===== config.mk =====
export PLATFORM = sky130hd
export DESIGN_NAME = slice_alu
export DESIGN_NICKNAME = d
export VERILOG_FILES = /design/src/rtl/slice_alu_pkg.sv /design/src/rtl/alu_bit_slice.sv /design/src/rtl/alu_op_decode.sv /design/src/rtl/slice_alu.sv
export SDC_FILE = /design/constraint.sdc
export NUM_CORES = 1
export LEC_CHECK = 0
export BUFFER_PORTS_ARGS = -buffer_cell sky130_fd_sc_hd__buf_2
export CAP_MARGIN = 20
export CORE_MARGIN = 1.5
export CORE_UTILIZATION = 37
export DETAILED_ROUTE_END_ITERATION = 10
export GPL_TIMING_DRIVEN = 0
export PLACE_DENSITY_LB_ADDON = 0.1
export SYNTH_ARGS = -nofsm -noshare
export SYNTH_HDL_FRONTEND = slang
export SYNTH_HIERARCHICAL = 1
export SYNTH_SLANG_ARGS = --single-unit

===== constraint.sdc =====
create_clock -name vclk -period 25.1
set_input_delay 1.255 -clock vclk [all_inputs]
set_output_delay 1.255 -clock vclk [all_outputs]
set_load 0.01 [all_outputs]

===== src/rtl/slice_alu_pkg.sv =====
package slice_alu_pkg;
  typedef enum logic [3:0] {
    OP_AND  = 4'b0000,
    OP_OR   = 4'b0001,
    OP_ADD  = 4'b0010,
    OP_SUB  = 4'b0110,
    OP_SLT  = 4'b0111,
    OP_NOR  = 4'b1100,
    OP_NAND = 4'b1101
  } alu_op_e;

  // slice output select
  typedef enum logic [1:0] {
    SEL_AND  = 2'd0,
    SEL_OR   = 2'd1,
    SEL_SUM  = 2'd2,
    SEL_LESS = 2'd3
  } slice_sel_e;

  typedef struct packed {
    logic       valid;
    logic       arith;
    logic       a_inv;
    logic       b_inv;
    slice_sel_e sel;
  } slice_ctrl_t;
endpackage


===== src/rtl/alu_bit_slice.sv =====
module alu_bit_slice
  import slice_alu_pkg::*;
(
  input  logic       a_i,
  input  logic       b_i,
  input  logic       a_inv_i,
  input  logic       b_inv_i,
  input  logic       carry_i,
  input  logic       less_i,
  input  slice_sel_e sel_i,
  output logic       res_o,
  output logic       sum_o,
  output logic       carry_o
);
  logic a_eff, b_eff;

  assign a_eff   = a_i ^ a_inv_i;
  assign b_eff   = b_i ^ b_inv_i;
  assign sum_o   = a_eff ^ b_eff ^ carry_i;
  assign carry_o = (a_eff & b_eff) | (carry_i & (a_eff ^ b_eff));

  always_comb begin
    unique case (sel_i)
      SEL_AND:  res_o = a_eff & b_eff;
      SEL_OR:   res_o = a_eff | b_eff;
      SEL_SUM:  res_o = sum_o;
      default:  res_o = less_i;
    endcase
  end
endmodule


===== src/rtl/alu_op_decode.sv =====
module alu_op_decode
  import slice_alu_pkg::*;
(
  input  logic [3:0]  op_i,
  output slice_ctrl_t ctrl_o
);
  always_comb begin
    ctrl_o = '{valid: 1'b1, arith: 1'b0, a_inv: 1'b0, b_inv: 1'b0, sel: SEL_AND};
    case (op_i)
      OP_AND:  ctrl_o.sel = SEL_AND;
      OP_OR:   ctrl_o.sel = SEL_OR;
      OP_ADD:  begin ctrl_o.sel = SEL_SUM;  ctrl_o.arith = 1'b1; end
      OP_SUB:  begin ctrl_o.sel = SEL_SUM;  ctrl_o.arith = 1'b1; ctrl_o.b_inv = 1'b1; end
      OP_SLT:  begin ctrl_o.sel = SEL_LESS; ctrl_o.arith = 1'b1; ctrl_o.b_inv = 1'b1; end
      // De Morgan: ~a & ~b = NOR, ~a | ~b = NAND
      OP_NOR:  begin ctrl_o.sel = SEL_AND;  ctrl_o.a_inv = 1'b1; ctrl_o.b_inv = 1'b1; end
      OP_NAND: begin ctrl_o.sel = SEL_OR;   ctrl_o.a_inv = 1'b1; ctrl_o.b_inv = 1'b1; end
      default: ctrl_o.valid = 1'b0;
    endcase
  end
endmodule


===== src/rtl/slice_alu.sv =====
module slice_alu
  import slice_alu_pkg::*;
#(
  parameter int unsigned WIDTH = 32
) (
  input  logic [3:0]       op_i,
  input  logic [WIDTH-1:0] a_i,
  input  logic [WIDTH-1:0] b_i,
  output logic [WIDTH-1:0] result_o,
  output logic             zero_o,
  output logic             ovf_o,
  output logic             carry_o
);
  localparam int unsigned MSB = WIDTH - 1;

  slice_ctrl_t      ctrl;
  logic [WIDTH:0]   carry;
  logic [WIDTH-1:0] sum;
  logic [WIDTH-1:0] res;
  logic [WIDTH-1:0] less;
  logic             a_top, b_top, ovf_raw, set_lt;

  alu_op_decode i_decode (
    .op_i   (op_i),
    .ctrl_o (ctrl)
  );

  // subtract: +1 into the chain together with the inverted b
  assign carry[0] = ctrl.b_inv & ctrl.arith;

  // signed overflow on the effective operands seen by the adder
  assign a_top   = a_i[MSB] ^ ctrl.a_inv;
  assign b_top   = b_i[MSB] ^ ctrl.b_inv;
  assign ovf_raw = (a_top ~^ b_top) & (sum[MSB] ^ a_top);
  // true sign of a - b, immune to overflow
  assign set_lt  = sum[MSB] ^ ovf_raw;

  assign less = {{(WIDTH-1){1'b0}}, set_lt};

  for (genvar i = 0; i < WIDTH; i++) begin : g_slice
    alu_bit_slice i_slice (
      .a_i     (a_i[i]),
      .b_i     (b_i[i]),
      .a_inv_i (ctrl.a_inv),
      .b_inv_i (ctrl.b_inv),
      .carry_i (carry[i]),
      .less_i  (less[i]),
      .sel_i   (ctrl.sel),
      .res_o   (res[i]),
      .sum_o   (sum[i]),
      .carry_o (carry[i+1])
    );
  end

  assign result_o = ctrl.valid ? res : '0;
  assign zero_o   = ~|result_o;
  assign ovf_o    = ctrl.valid & ctrl.arith & ovf_raw;
  // add: carry out; subtract: borrow is the missing carry
  assign carry_o  = ctrl.valid & ctrl.arith & (carry[WIDTH] ^ ctrl.b_inv);
endmodule


Word level (Yosys, flattened, before mapping):

Index checks and enable logic that the tools add are counted.
Widths: inputs -> output; s select.

* equality and inequality tests: 8
* multiplexer cells: 38
* bitwise operators: 265
* reductions and logical operators: 10

Operator list (count)
* $xor 1x1->1: 131
* $pmux 1 s3: 32
* $and 1x1->1: 69
* $or 1x1->1: 64
* $mux 32: 1
* $reduce_or 32->1: 1
* $eq 4x3->1 const B: 2
* $eq 4x4->1 const B: 2
* $reduce_or 7->1: 1
* $pmux 2 s3: 1
* $reduce_or 2->1: 3
* $eq 4x1->1 const B: 1
* $eq 4x2->1 const B: 1
* $logic_not 4->1: 1
* $mux 1: 4
* $reduce_or 4->1: 1
* $reduce_or 3->1: 1
* $eq 2x1->1 const B: 1
* $eq 2x2->1 const B: 1
* $logic_not 2->1: 1
* $logic_not 1->1: 1
* $xnor 1x1->1: 1

* bits in registers: 0
* input port bits: 68
* output and inout bits: 35
* logic and storage cells: 321

Longest topological paths before layout:

* depth in word-level cells: 75
* gate-level depth with buffers: 106
* depth with buffers taken out: 106

By module:

The synthesis kept the hierarchy.

By module, submodules not included
* alu_bit_slice: times used 32, cells each 12, area each 107.6 um^2, sequential area each 0.0 um^2
* slice_alu: times used 1, cells each 59, area each 356.6 um^2, sequential area each 0.0 um^2
* alu_op_decode: times used 1, cells each 14, area each 88.8 um^2, sequential area each 0.0 um^2

Worst setup path before layout:

No wires, ideal clock.

* path type: input to output
* from: input port op_i[2]
* to: output port zero_o
* data arrival time: 22488 ps
* data required time: 23845 ps
* setup slack: 1357 ps
* stages on the path: 105
* buffers on the path: 0
* cell sequence: inv_1 -> nor3_1 -> xnor2_1 -> fa_1 -> inv_1 -> inv_1 -> fa_1 -> inv_1 -> inv_1 -> fa_1 -> inv_1 -> inv_1 -> fa_1 -> inv_1 -> inv_1 -> fa_1 -> inv_1 -> inv_1 -> (+69 left out) -> fa_1 -> inv_1 -> inv_1 -> fa_1 -> inv_1 -> inv_1 -> fa_1 -> inv_1 -> inv_1 -> fa_1 -> inv_1 -> inv_1 -> o21a_1 -> a21oi_1 -> mux4_2 -> nor4_1 -> nand4_1 -> o21ai_0

RTL lines
* start: declaration: line slice_alu.sv:6 `input logic [3:0] op_i,`
* end: declaration: line slice_alu.sv:10 `output logic zero_o,`

==> flow_summary_export.csv <==
group,metric,value,unit
sta,max_freq,0.0447,GHz
placement,dpl_cell_area,4820,µm²
clocking,ctsResizeCount,0,
global_routing,grt_antenna_before_repair,0,
floorplanning,die-area,11100,µm²
worst_setup_path,cp_max_fo,21,
placement,portBuffers,103,
finish,fin_area,4820,µm²
min_path,worst_hold_path.endpoint,"ovf_o",
finish,nets,763,
global_routing,grt_overflow,0,
min_path,hp-class,"in2out",
floorplanning,core,10300,µm²
logic_synthesis,synth_top_area_share,20.6,%
finish,n_sequential_cell,0,
clocking,post_cts_buffers,0,
worst_setup_path,crit_arrival,21.13,ns
finish,n_antenna_cell,0,
logic_synthesis,ys_warn_count,6,
global_routing,use_met2,28.3,%
finish,drive_above_1_share,24.6,%
sta,tightest_slew,0.845,ns
finish,nClkBuffers,0,
floorplanning,initial_utilization,37.8,%
clocking,ctsHoldBuffers,0,
route,antenna_left,0,
logic_synthesis,synth.yosys.seq_area_share,0,%
worst_setup_path,cp_slowest_stage_delay,0.53,ns
sta,finalSetupViolCount,0,
power_and_ir_drop,ir_drop,13.7,µV
floorplanning,num_rows,37,
placement,gp_congestion,0.756,
worst_setup_path,startpoint_type,"primary input",
global_routing,met1_usage,20.6,%
min_path,min_from,"a_i[31]",
sta,timing.final.crit_share,89.2,%
logic_synthesis,syn_area,3890,µm²
placement,dp_hpwl,7280,µm
worst_setup_path,critPathKind,"in2out",
route,vias,3037,
job,cap_violations,0,
finish,seq_area,0,µm²
finish,utilization,46.9,%
sta,relSlewSlack,43.5,%
min_path,min_delay_path_depth,5,
logic_synthesis,yosysTopAreaCell,"ha_1",
global_routing,busiest_layer,"met2",
logic_synthesis,postSynthAreaPerCell,8.51,µm²
global_routing,grt_pass1_vias,3013,
power_and_ir_drop,power_leakage,2.85,nW
power_and_ir_drop,powerDensity,26.9,nW/µm²
logic_synthesis,syn_inst,457,
route,drt_iter0_drc,95,
floorplanning,ios,103,
global_routing,grt_usage,15.0,%
route,first_pass_iters,4,
sta,maxSlewViolCount,0,
worst_setup_path,crit_top_cell,"inv_1",
global_routing,grt_use_met3,0.247,%
finish,synthToLayoutAreaGrowth,24.0,%
logic_synthesis,yosys-top-cells-area,"ha_1 (21%), inv_1 (19%), mux4_2 (19%)",
route,post_drt_wl_per_cell,11.2,µm
worst_setup_path,crit_path_end_kind,"output pin",
route,drc_errors,0,
logic_synthesis,synth.distinct_cells,24,
route,routed_wl,8240,µm
global_routing,grt_max_degree,22,
sta,grt_setup_unrepaired,"false",
route,vias_per_cell,4.14,
sta,period_minus_slack,22.38,ns
run_status,outcome,"complete, no violations",
global_routing,grt_pass1_wl,13800,µm
floorplanning,fp.dieW,106,µm
worst_setup_path,slowest_stage,"and2_2",
sta,hold_violations,0,
floorplanning,die_h,106,µm
worst_setup_path,cp.required,23.84,ns
==> worst max-delay path by stage <==
stage	startpoint	to	slack (ns)	cells after the start
floorplan	op_i[2]	zero_o	1.36	105
finish	op_i[1]	zero_o	2.72	109
global route	op_i[1]	zero_o	1.34	109
CTS	op_i[1]	zero_o	2.49	109
detailed placement	op_i[1]	zero_o	2.54	109
global placement	op_i[2]	zero_o	-2.35	107
==> synthesized netlist by cell type (2+ instances only) <==
library cell and number:
mux4_2 32, ha_1 64, fa_1 32, nand4_1 2, nor4_1 8, xnor2_1 35, a21oi_1 5, clkbuf_1 3
and2_1 33, inv_1 195, nand2_1 2, o211a_1 2, xor2_1 33
==> per-layer routing <==
metal	up-vias	wire length, µm
li1	1564	-
met1	1422	3870
met2	51	4160
met3	0	206
met4	0	0
met5	-	0
==> through the flow <==
step	worst slack, ns	std cells	power (mW)	TNS (ns)	hold WS (ns)
4_1_cts	2.49	733	0.132	0	2.99
3_3_place_gp	-2.35	726	0.126	-8.40	2.97
6_report	2.72	733	0.130	0	2.99
5_1_grt	1.34	733	0.151	0	3.01
3_5_place_dp	2.54	733	0.132	0	2.98
2_1_floorplan	1.36	487	0.0943	0	2.69
==> kinds of logic (layout without fill, tap and decap cells) <==
kind of cell	Yosys count	in the layout	synth area share, %
buffers and inverters	198	308	19.1
adders and majority gates	96	96	37.1
xor gates and xnor gates	68	68	15.3
other	1	31	0.0964
and+or+nand+nor	52	52	8.20
muxes	32	32	18.5
AOI/OAI and AO/OA	10	10	1.67
==> placed cells by master (no fill, tap or decap), drive strengths merged <==
cell,count
fa,32
nand2b,1
clkbuf,3
buf,110
xor2,33
nand4,2
o21ai,1
a21oi,5
nor4,8
conb,31
and2,34
or3,1
ha,64
nand2,2
mux4,32
xnor2,35
nor3,1
o21a,1
o211a,2
o21bai,1
inv,195
nor2,1
nand3,1
or3b,1
==> area by class of cell <==
| cell class | count | area (µm²) |
|---|---|---|
| well taps | 136 | 170 |
| fillers | 1060 | 5460 |
| repair buffers | 110 | 632 |
| multi-input cells | 289 | 3280 |
| inverters | 195 | 732 |
| plain buffers | 3 | 11.3 |
==> worst max-delay path, delay by kind of cell <==
kind	cells	cell delay (ns)
buffers and inverters	68	4.29
multiplexers	1	0.49
XOR/XNOR	2	0.40
adder cells (fa/ha/maj)	32	13.19
AO/OA/AOI/OAI	3	0.39
AND/OR/NAND/NOR	3	1.16
==> power by group <==
part           total [mW]  switching (mW)  internal (mW)
sequential              0               0              0
clock                   0               0              0
combinational       0.130          0.0708         0.0589
No activity file was read; power rests on OpenSTA's default activity.
